**config.mk**
```make
export PLATFORM = sky130hd
export DESIGN_NAME = smartcard_fault_sup
export DESIGN_NICKNAME = d
export VERILOG_FILES = /design/src/rtl/scf_pkg.sv /design/src/rtl/scf_persist.sv /design/src/rtl/scf_channel.sv /design/src/rtl/smartcard_fault_sup.sv
export SDC_FILE = /design/constraint.sdc
export NUM_CORES = 1
export LEC_CHECK = 0
export BUFFER_PORTS_ARGS = -buffer_cell sky130_fd_sc_hd__buf_4
export CORE_MARGIN = 2
export CORE_UTILIZATION = 55
export CTS_CLUSTER_SIZE = 28
export DETAILED_ROUTE_END_ITERATION = 8
export HOLD_SLACK_MARGIN = 0.15
export PLACE_DENSITY = 0.82
export SLEW_MARGIN = 25
export SYNTH_ARGS = -nofsm -noshare
export SYNTH_HDL_FRONTEND = slang
export SYNTH_SLANG_ARGS = --single-unit
```
**constraint.sdc**
```tcl
create_clock -name clk -period 1.55 [get_ports clk]
set_input_delay 0.31 -clock clk [delete_from_list [all_inputs] [get_ports clk]]
set_output_delay 0.31 -clock clk [all_outputs]
set_load 0.05 [all_outputs]
```
**src/rtl/scf_pkg.sv**
```systemverilog
package scf_pkg;

   typedef logic [1:0] vsel_t;

   localparam vsel_t VSEL_OFF = 2'b00;

   // card absent decode: pol 0 -> high input means gone, pol 1 -> low input means gone
   function automatic logic card_gone(input logic pres, input logic pol);
      return pol ? ~pres : pres;
   endfunction

endpackage

```
**src/rtl/scf_persist.sv**
```systemverilog
module scf_persist #(
   parameter int LIMIT = 1024,
   parameter bit ACCUM = 1'b0
) (
   input  logic clk,
   input  logic rst_n,
   input  logic clr,
   input  logic cond,
   output logic hit
);
   localparam int CW = (LIMIT > 1) ? $clog2(LIMIT) : 1;
   localparam logic [CW-1:0] TOP = CW'(LIMIT - 1);

   generate
      if (LIMIT < 2) begin : g_bad_limit
         $error("scf_persist: LIMIT must be at least 2");
      end
   endgenerate

   logic [CW-1:0] cnt_q;
   logic [CW-1:0] cnt_d;
   logic          at_top;

   assign at_top = (cnt_q == TOP);
   assign hit    = cond & at_top;

   generate
      if (ACCUM) begin : g_accum
         // errors pile up, good samples leave the count alone
         always_comb begin
            cnt_d = cnt_q;
            if (cond && !at_top) cnt_d = cnt_q + 1'b1;
         end
      end else begin : g_run
         // consecutive run: a good sample restarts
         always_comb begin
            if (!cond)        cnt_d = '0;
            else if (!at_top) cnt_d = cnt_q + 1'b1;
            else              cnt_d = cnt_q;
         end
      end
   endgenerate

   always_ff @(posedge clk or negedge rst_n) begin
      if (!rst_n)   cnt_q <= '0;
      else if (clr) cnt_q <= '0;
      else          cnt_q <= cnt_d;
   end
endmodule

```
**src/rtl/scf_channel.sv**
```systemverilog
module scf_channel
   import scf_pkg::*;
#(
   parameter int TIMEOUT   = 1024,
   parameter int CLK_LIMIT = 4096
) (
   input  logic  clk,
   input  logic  rst_n,
   input  vsel_t vsel,
   input  logic  vlow,
   input  logic  ovc,
   input  logic  clk_pin,
   input  logic  clk_exp,
   input  logic  rst_pin,
   input  logic  rst_exp,
   input  logic  present,
   input  logic  pres_pol,
   input  logic  ot_hit,
   output logic  fault,
   output logic  deact
);
   logic powered;
   logic gone;
   logic hit_vlow, hit_ovc, hit_rst, hit_clk;
   logic set_now;
   logic fault_q, deact_q;

   assign powered = (vsel != VSEL_OFF);
   assign gone    = card_gone(present, pres_pol);

   scf_persist #(.LIMIT(TIMEOUT), .ACCUM(1'b0)) u_vlow (
      .clk(clk), .rst_n(rst_n), .clr(~powered), .cond(vlow), .hit(hit_vlow));

   scf_persist #(.LIMIT(TIMEOUT), .ACCUM(1'b0)) u_ovc (
      .clk(clk), .rst_n(rst_n), .clr(~powered), .cond(ovc), .hit(hit_ovc));

   scf_persist #(.LIMIT(TIMEOUT), .ACCUM(1'b0)) u_rst (
      .clk(clk), .rst_n(rst_n), .clr(~powered), .cond(rst_pin ^ rst_exp), .hit(hit_rst));

   scf_persist #(.LIMIT(CLK_LIMIT), .ACCUM(1'b1)) u_clk (
      .clk(clk), .rst_n(rst_n), .clr(~powered), .cond(clk_pin ^ clk_exp), .hit(hit_clk));

   assign set_now = powered & (hit_vlow | hit_ovc | hit_rst | hit_clk | gone | ot_hit);

   always_ff @(posedge clk or negedge rst_n) begin
      if (!rst_n) begin
         fault_q <= 1'b0;
         deact_q <= 1'b0;
      end else if (!powered) begin
         fault_q <= 1'b0;
         deact_q <= 1'b0;
      end else begin
         fault_q <= fault_q | set_now;
         deact_q <= set_now & ~fault_q;
      end
   end

   assign fault = fault_q;
   assign deact = deact_q;
endmodule

```
**src/rtl/smartcard_fault_sup.sv**
```systemverilog
module smartcard_fault_sup
   import scf_pkg::*;
#(
   parameter int NCH       = 2,
   parameter int TIMEOUT   = 1024,
   parameter int CLK_LIMIT = 4096
) (
   input  logic             clk,
   input  logic             rst_n,
   input  logic [2*NCH-1:0] vsel_i,
   input  logic [NCH-1:0]   vlow_i,
   input  logic [NCH-1:0]   ovc_i,
   input  logic [NCH-1:0]   clk_pin_i,
   input  logic [NCH-1:0]   clk_exp_i,
   input  logic [NCH-1:0]   rst_pin_i,
   input  logic [NCH-1:0]   rst_exp_i,
   input  logic [NCH-1:0]   present_i,
   input  logic             pres_pol_i,
   input  logic             otemp_i,
   output logic [NCH-1:0]   fault_o,
   output logic [NCH-1:0]   deact_o,
   output logic             fault_oe_o
);
   generate
      if (NCH < 1 || NCH > 2) begin : g_bad_nch
         $error("smartcard_fault_sup: NCH must be 1 or 2");
      end
      if (CLK_LIMIT < TIMEOUT) begin : g_bad_window
         $error("smartcard_fault_sup: CLK_LIMIT must not be shorter than TIMEOUT");
      end
   endgenerate

   logic ot_hit;

   scf_persist #(.LIMIT(TIMEOUT), .ACCUM(1'b0)) u_otemp (
      .clk(clk), .rst_n(rst_n), .clr(1'b0), .cond(otemp_i), .hit(ot_hit));

   generate
      for (genvar c = 0; c < NCH; c++) begin : g_ch
         scf_channel #(.TIMEOUT(TIMEOUT), .CLK_LIMIT(CLK_LIMIT)) u_ch (
            .clk      (clk),
            .rst_n    (rst_n),
            .vsel     (vsel_i[2*c +: 2]),
            .vlow     (vlow_i[c]),
            .ovc      (ovc_i[c]),
            .clk_pin  (clk_pin_i[c]),
            .clk_exp  (clk_exp_i[c]),
            .rst_pin  (rst_pin_i[c]),
            .rst_exp  (rst_exp_i[c]),
            .present  (present_i[c]),
            .pres_pol (pres_pol_i),
            .ot_hit   (ot_hit),
            .fault    (fault_o[c]),
            .deact    (deact_o[c])
         );
      end
   endgenerate

   assign fault_oe_o = |fault_o;
endmodule

```
==> impl_metrics.tcl, run 1 <==
set metrics [dict create \
    synth-seq-cells 98 \
    clockBufferDepth 2 \
    cap_violations 0 \
    grt_start_max_net_pins 50 \
    placedCellCount 788 \
    worstPathRequired_ns 1.81 \
    drtPass1Iterations 5 \
    mostFrequentLayoutCells "buf_4, dfrtp_1, nor2_1, nand2_1, a21oi_1" \
    core_area_um2 9240 \
    clk_pin_slew_worst_paths_ns 0.09 \
    initial_utilization 0.568 \
    synth_warnings 0 \
    root_buffer "clkbuf_8" \
    clock_sinks 98 \
    vias_per_cell 6.28 \
    fmax_mhz 585 \
    status "finished with violations" \
    cpPeakStageDelay_ns 0.46 \
    place_hpwl_mm 9.10 \
    synthCells 550 \
    crit_fanout 5 \
    ff2ff_setup_slack_ns -0.16 \
    drive_gt1_frac 0.410 \
    vias 5323 \
    track_usage 0.283 \
    period_share 1.10 \
    syn_nets 581 \
    arrival_ns 1.97 \
    wl_per_cell_um 19.3 \
    drc 0 \
    setup_ws_ns -0.160 \
    hold_viol_final 0 \
    post_synth_num_cell_types 58 \
    drtIter0Drc 337 \
    rsz0062_at_grt "yes" \
    violations "setup timing" \
    die_h_um 102 \
    layout_commonest_cell "buf_4" \
    gr-total-overflow 0 \
    period_minus_slack_ns 1.71 \
    worst_setup_path_end_kind "flip-flop" \
    critical_path.cell_chain "ha_4 > nand3_4 > o41ai_4 > buf_4 > mux2i_1 > nor2_1" \
    gp_congestion 0.863 \
    avgSynthCellArea_um2 9.55 \
    antenna_found_initial 0 \
    die-area_um2 10300 \
    tritoncts "built" \
    peakVddDrop_mv 0.696 \
    final-setup-viol-count 39 \
    ant_nets 0 \
    path_class "flip-flop to flip-flop" \
    power_density_nw_per_um2 789 \
    ys.flop_type "dfrtp_1" \
    clock_skew_ns 0.0111 \
    hp-class "input pin to flip-flop" \
    grt_pass1_vias 5014 \
    async_flop_share 1.00 \
    cts_buffers 9 \
    clkLatencyLatePin_ns 0.37 \
    crit_path_start_kind "flip-flop" \
    layout.cells.non_filler 848 \
    numPortBuffers 26 \
    io_pins 27 \
    slew_headroom 0.648 \
    ys_seq_area_frac 0.467 \
    htreeDepth 3 \
    nNetsFinal 745 \
    cp_slowest_cell "dfrtp_1" \
    final_util 0.821 \
    nFillCells 462 \
    syn_area_um2 5250 \
    row_count 35 \
    wl_mm 16.3 \
    synth_edf_count 0 \
    power.leakage_nw 3.26 \
    grt_first_pass_wirelength_mm 23.2 \
    diodes 0 \
    die_w_um 102 \
    drv_slew 0 \
    area_growth_pct 44.4 \
    worstMarginPinSlew_ns 0.526 \
]
-- final timing paths --
path / start / endpoint / cells past startpoint
min reg2reg: g_ch[1].u_ch.fault$_DFF_PN0_ / g_ch[1].u_ch.deact$_DFF_PN0_ / 1
max: g_ch[0].u_ch.u_clk.cnt_q[1]$_DFFE_PN0P_ / g_ch[0].u_ch.u_clk.cnt_q[1]$_DFFE_PN0P_ / 6
min: vlow_i[1] / g_ch[1].u_ch.u_vlow.cnt_q[3]$_DFFE_PN0P_ / 3
max reg2reg: g_ch[0].u_ch.u_clk.cnt_q[1]$_DFFE_PN0P_ / g_ch[0].u_ch.u_clk.cnt_q[1]$_DFFE_PN0P_ / 6
max in group asynchronous: rst_n / u_otemp.cnt_q[8]$_DFFE_PN0P_ / 3
min in group asynchronous: rst_n / u_otemp.cnt_q[3]$_DFFE_PN0P_ / 2
-- sequential cells by signal, indices dropped and copies added, names as in the netlist --
| register | count |
|---|---|
| g_ch.u_ch.deact | 2 |
| g_ch.u_ch.u_ovc.cnt_q | 20 |
| g_ch.u_ch.u_clk.cnt_q | 24 |
| g_ch.u_ch.fault | 2 |
| g_ch.u_ch.u_rst.cnt_q | 20 |
| g_ch.u_ch.u_vlow.cnt_q | 20 |
| u_otemp.cnt_q | 10 |
-- what timing repair did --
item	in CTS	in global routing
resized for setup	43	91
setup endpoints to repair	48	71
gates cloned	0	1
hold buffers	1	0
buffers inserted	19	25
endpoints found under the hold margin	57	0
pin swaps	31	36
-- logic make-up after synthesis --
group,share of synthesized area
and+or+nand+nor,0.238
buffers and inverters,0.0248
muxes,0.0155
DFF,0.467
AOI/OAI and AO/OA,0.176
adders and majority gates,0.0214
xor gates and xnor gates,0.0567
-- metrics by stage --
step | hold slack (ns) | area [um^2] | setup TNS [ns] | power (mW) | setup slack (ns)
after floorplan | 0.0144 | 5340 | -0.104 | 3.23 | -0.0662
after global placement | 0.210 | 6370 | -0.593 | 3.58 | -0.120
after detailed placement | 0.211 | 6370 | -2.31 | 3.64 | -0.154
after CTS | 0.209 | 6990 | -0.832 | 5.83 | -0.0983
after global routing | 0.220 | 7580 | -6.24 | 6.18 | -0.204
final | 0.214 | 7580 | -2.55 | 5.98 | -0.160
-- worst max-delay path: cells and delay by family (launching register included) --
kind,cells,cell delay (ns)
buf+inv,1,0.23
mux,1,0.21
simple gates,2,0.14
compound gates,1,0.37
fa+ha+maj,1,0.19
flops,1,0.46
-- metal layers --
layer  global-route usage  vias up  share of wire
li1                     -     2387              -
met3               0.0414       61          0.051
met4                0.116        0          0.037
met5                    0        -              0
met1                0.340     2628           0.39
met2                0.506      247           0.52
-- cells in the mapped netlist (all sizes together), types with 8 or more instances --
library cell	instances	share of area
dfrtp	98	0.47
nor2	50	0.036
nand2	47	0.034
a21oi	40	0.038
nand3	33	0.033
xor2	22	0.037
nor3	21	0.022
o21ai	21	0.020
nand4	15	0.019
or3	15	0.020
inv	14	0.010
o31ai	13	0.019
or4	13	0.019
xnor2	12	0.020
and3	10	0.012
ha	9	0.021
o311ai	8	0.013
-- area by class of cell --
| class | instances | area, um^2 | area share |
|---|---|---|---|
| inverters | 14 | 52.6 | 0.00693 |
| multi-input cells | 424 | 3320 | 0.438 |
| flip-flops and latches | 98 | 2450 | 0.324 |
| repair buffers | 167 | 1340 | 0.176 |
| clock buffers | 11 | 151 | 0.0200 |
| well taps | 129 | 161 | 0.0213 |
| clock inverters | 5 | 108 | 0.0142 |
-- power breakdown --
part	leakage, nW	switching (mW)	internal, mW
registers	1.34	0.156	2.68
clock network	0.130	0.949	1.17
logic	1.79	0.538	0.496
Power figures use the tool's default switching activity.
==> run 2: changes to the inputs <==
Settings changed: CORE_MARGIN 2 to unset, PLACE_DENSITY 0.82 to 0.78.
==> impl_metrics.tcl, run 2 (synthesized netlist as in run 1, its figures left out) <==
set metrics [dict create \
    drtIter0Drc 374 \
    layout_commonest_cell "buf_4" \
    layout.cells.non_filler 839 \
    io_pins 27 \
    grt_first_pass_wirelength_mm 21.5 \
    clkLatencyLatePin_ns 0.37 \
    violations "setup timing" \
    rsz0062_at_grt "yes" \
    total_power_mw 5.70 \
    path_class "flip-flop to flip-flop" \
    peakVddDrop_mv 0.722 \
    drtPass1Iterations 5 \
    cts_buffers 9 \
    arrival_ns 2.05 \
    grt_pass1_vias 4944 \
    tritoncts "built" \
    postPlaceCellArea_um2 6400 \
    drv_slew 0 \
    mostFrequentLayoutCells "buf_4, dfrtp_1, nor2_1, nand2_1, a21oi_1" \
    hp-class "input pin to flip-flop" \
    diodes 0 \
    finalSetupTns_ns -2.27 \
    r2r_cells 6 \
    power_density_nw_per_um2 768 \
    final-setup-viol-count 32 \
    wl_per_cell_um 18.3 \
    grt_start_max_net_pins 32 \
    clk_pin_slew_worst_paths_ns 0.10 \
    worstMarginPinSlew_ns 0.503 \
    die_h_um 99.7 \
    drc 0 \
    die-area_um2 9940 \
    die_w_um 99.7 \
    finalHoldWorstSlack_ns 0.216 \
    status "finished with violations" \
    row_count 35 \
    numPortBuffers 26 \
    htreeDepth 3 \
    top_register "g_ch.u_ch.u_clk.cnt_q" \
    gr-total-overflow 0 \
    wl_mm 15.3 \
    ant_nets 0 \
    core_area_um2 9240 \
    clock_skew_ns 0.00692 \
    place_hpwl_mm 8.91 \
    gp_congestion 0.870 \
    period_share 1.17 \
    met1_length_mm 5.85 \
    period_minus_slack_ns 1.81 \
    clockBufferDepth 2 \
    nFillCells 512 \
    fmax_mhz 553 \
    drive_gt1_frac 0.394 \
    setup_ws_ns -0.258 \
    worstPathRequired_ns 1.80 \
    final_util 0.803 \
    vias 5206 \
    dpl_worst_slack_ns -0.148 \
    largest_register_ffs 24 \
    hold_viol_final 0 \
    area_growth_pct 41.3 \
    crit_fanout 5 \
    crit_path_start_kind "flip-flop" \
    cap_violations 0 \
    antenna_found_initial 0 \
    nNetsFinal 736 \
    power.leakage_nw 3.18 \
    worst_setup_path_end_kind "flip-flop" \
    initial_utilization 0.568 \
    root_buffer "clkbuf_8" \
    vias_per_cell 6.21 \
    clock_sinks 98 \
    fin_area_um2 7420 \
    met3_length_um 789 \
    track_usage 0.267 \
    holdPathStages 3 \
    placedCellCount 791 \
    highest_layer "met4" \
    dr_wl_met2_mm 8.10 \
    slew_headroom 0.664 \
]
run 2: cell count changes in the layout (fill, tap and decap cells not counted), sizes merged:
cell,before,now
clkinvlp,0,3
clkinv,1,0
inv,15,16
bufinv,3,2
clkbuf,11,9
buf,166,157
run 2: layout make-up:
type,count,area [um^2],share of cell area
tap,129,161,0.0218
inverter,14,52.6,0.00708
sequential,98,2450,0.331
multi-input combinational,424,3270,0.440
clock buffer,9,124,0.0167
clock inverter,7,100,0.0135
timing repair buffer,158,1260,0.170
run 2: power breakdown:
part,switching (mW),internal [mW]
Clock,0.950,0.920
Sequential,0.130,2.68
Combinational,0.546,0.478
run 2: worst max-delay path, cell delays in order, from the launching register on:
cell and delay, ns:
dfrtp_1 0.42, ha_4 0.18, nand3_4 0.08, o41ai_4 0.38, buf_4 0.23, mux2i_1 0.29, nor2_1 0.10
run 2: metal layers:
metal	GRT usage	vias up
met4	0.102	0
li1	-	2365
met2	0.472	225
met1	0.328	2554
met3	0.0429	62
met5	0	-
run 2: worst paths after layout:
check                                                         from                                  endpoint  slack (ns)
setup / recovery           g_ch[0].u_ch.u_clk.cnt_q[0]$_DFFE_PN0P_   g_ch[0].u_ch.u_clk.cnt_q[1]$_DFFE_PN0P_       -0.26
hold / removal                                           vlow_i[1]  g_ch[1].u_ch.u_vlow.cnt_q[2]$_DFFE_PN0P_        0.22
setup reg to reg           g_ch[0].u_ch.u_clk.cnt_q[0]$_DFFE_PN0P_   g_ch[0].u_ch.u_clk.cnt_q[1]$_DFFE_PN0P_       -0.26
hold reg to reg            g_ch[0].u_ch.u_rst.cnt_q[6]$_DFFE_PN0P_   g_ch[0].u_ch.u_rst.cnt_q[6]$_DFFE_PN0P_        0.50
max in group asynchronous                                    rst_n   g_ch[0].u_ch.u_clk.cnt_q[1]$_DFFE_PN0P_        0.59
min in group asynchronous                                    rst_n              u_otemp.cnt_q[8]$_DFFE_PN0P_        0.38
run 2: timing repair:
item / 4_1_cts / 5_1_grt
gates resized for setup: 24 / 102
endpoints found under the setup margin: 40 / 70
hold buffers: 1 / 0
cloned: 0 / 1
pin swaps: 19 / 37
buffers inserted: 10 / 22
endpoints found under the hold margin: 21 / 0
==> run 3: changes to the inputs <==
Settings changed: CORE_MARGIN set to 4.
==> impl_metrics.tcl, run 3 (synthesized netlist as in run 1, its figures left out) <==
set metrics [dict create \
    critical_path.cell_chain "buf_4 > and3_4 > nand4_1 > or4_1 > a21oi_2" \
    placedCellCount 793 \
    die_h_um 106 \
    area_growth_pct 43.4 \
    status "finished with violations" \
    peakVddDrop_mv 0.481 \
    drc 0 \
    row_count 35 \
    rsz0062_at_grt "yes" \
    power.leakage_nw 3.24 \
    total_power_mw 5.49 \
    die-area_um2 11200 \
    root_buffer "clkbuf_8" \
    drtPass1Iterations 4 \
    period_share 1.10 \
    io_pins 27 \
    cap_violations 0 \
    clock_skew_ns 0.0107 \
    met3_length_um 798 \
    min-delay-start "vlow_i[1]" \
    path_class "flip-flop to flip-flop" \
    layout_commonest_cell "buf_4" \
    core_area_um2 9280 \
    grt_first_pass_wirelength_mm 21.7 \
    multi_input_area_um2 3380 \
    die_w_um 106 \
    period_minus_slack_ns 1.71 \
    path_buf_inv 1 \
    vias_per_cell 6.20 \
    met1_length_mm 6.04 \
    seqCellArea_um2 2460 \
    numPortBuffers 26 \
    gp_congestion 0.859 \
    violations "setup timing" \
    htreeDepth 3 \
    hold_viol_final 0 \
    worstMarginPinSlew_ns 0.530 \
    drv_slew 0 \
    cpPeakStageDelay_ns 0.55 \
    layout.cells.non_filler 844 \
    drtIter0Drc 291 \
    largest_register_ffs 24 \
    cp-startpoint "g_ch[1].u_ch.u_clk.cnt_q[0]$_DFFE_PN0P_" \
    cp_slowest_cell "or4_1" \
    grt_start_max_net_pins 99 \
    drive_gt1_frac 0.424 \
    fmax_mhz 586 \
    slew_headroom 0.647 \
    vias 5230 \
    track_usage 0.233 \
    clk_pin_slew_worst_paths_ns 0.09 \
    top_register "g_ch.u_ch.u_clk.cnt_q" \
    path_delay_family "simple AND/OR/NAND/NOR gates" \
    clock_sinks 98 \
    gr-total-overflow 0 \
    ant_nets 0 \
    clockBufferDepth 2 \
    antenna_found_initial 0 \
    place_hpwl_mm 8.66 \
    crit_fanout 4 \
    highest_layer "met4" \
    tritoncts "built" \
    setup_ws_ns -0.157 \
    hp-class "input pin to flip-flop" \
    fin_area_um2 7530 \
    postPlaceCellArea_um2 6390 \
    final-setup-viol-count 35 \
    clkLatencyLatePin_ns 0.36 \
    dr_wl_met2_mm 7.94 \
    nFillCells 523 \
    worst_setup_path_end_kind "flip-flop" \
    cts_buffers 9 \
    power_density_nw_per_um2 728 \
    arrival_ns 2.00 \
    r2r-start "g_ch[1].u_ch.u_clk.cnt_q[0]$_DFFE_PN0P_" \
    crit_path_start_kind "flip-flop" \
    diodes 0 \
    wl_per_cell_um 18.0 \
    initial_utilization 0.566 \
    worstPathRequired_ns 1.85 \
    mostFrequentLayoutCells "buf_4, dfrtp_1, nor2_1, nand2_1" \
    grt_pass1_vias 4810 \
    wl_mm 15.2 \
    nNetsFinal 742 \
]
-- run 3: cell count changes in the layout (fill, tap and decap cells not counted), moves of 3 or more --
cell	before	now
buf_4	144	148
buf_6	10	14
nor3_1	14	10
a21oi_2	13	19
o21ai_0	13	8
clkbuf_1	0	3
o21ai_2	4	8
a21oi_1	27	21
nand3_2	4	7
-- run 3: per-layer routing --
| layer | global-route usage | vias up |
|---|---|---|
| li1 | - | 2378 |
| met1 | 0.291 | 2613 |
| met2 | 0.411 | 195 |
| met3 | 0.0429 | 44 |
| met4 | 0.0657 | 0 |
| met5 | 0 | - |
-- run 3: final cells by class --
class	count	area share
inverter	14	0.00698
tap	129	0.0214
clock inverter	2	0.00498
sequential	98	0.326
timing repair buffer	164	0.172
multi-input combinational	424	0.448
clock buffer	13	0.0198
-- run 3: tightest hold or removal path: stages --
cell and delay (ns):
buf_4 0.12, o211ai_1 0.07, a31oi_1 0.05
-- run 3: through the flow --
step                setup slack [ns]  setup TNS [ns]  hold WS [ns]  utilization
finish                        -0.157           -1.94         0.234        0.811
global route                  -0.207           -5.54         0.225        0.811
CTS                           -0.124           -1.06         0.222        0.739
detailed placement            -0.124           -2.11         0.412        0.689
global placement             -0.0547          -0.365         0.408        0.689
floorplan                    -0.0662          -0.104        0.0144            -
-- run 3: path summary, 6_finish.rpt --
| check | to | slack (ns) | cells past startpoint |
|---|---|---|---|
| worst max register to register | g_ch[1].u_ch.u_clk.cnt_q[9]$_DFFE_PN0P_ | -0.16 | 5 |
| worst min register to register | g_ch[1].u_ch.deact$_DFF_PN0_ | 0.49 | 1 |
| max in group asynchronous | g_ch[1].u_ch.u_ovc.cnt_q[0]$_DFFE_PN0P_ | 0.60 | 3 |
| min in group asynchronous | g_ch[0].u_ch.u_rst.cnt_q[4]$_DFFE_PN0P_ | 0.54 | 3 |
| worst max-delay path | g_ch[1].u_ch.u_clk.cnt_q[9]$_DFFE_PN0P_ | -0.16 | 5 |
| worst min-delay path | g_ch[1].u_ch.u_vlow.cnt_q[2]$_DFFE_PN0P_ | 0.23 | 3 |
-- run 3: where the power goes --
group | switching, mW | internal [mW] | total (mW)
logic | 0.520 | 0.475 | 0.995
clock network | 0.876 | 0.786 | 1.66
registers | 0.148 | 2.68 | 2.83
-- run 3: timing repair --
action                                  CTS  global route
endpoints found under the setup margin   44            69
gates cloned                              1             0
gates resized for setup                  45           117
pin swaps                                31            53
hold endpoints to repair                 98             0
buffers inserted                          8            29
hold buffers                              1             0
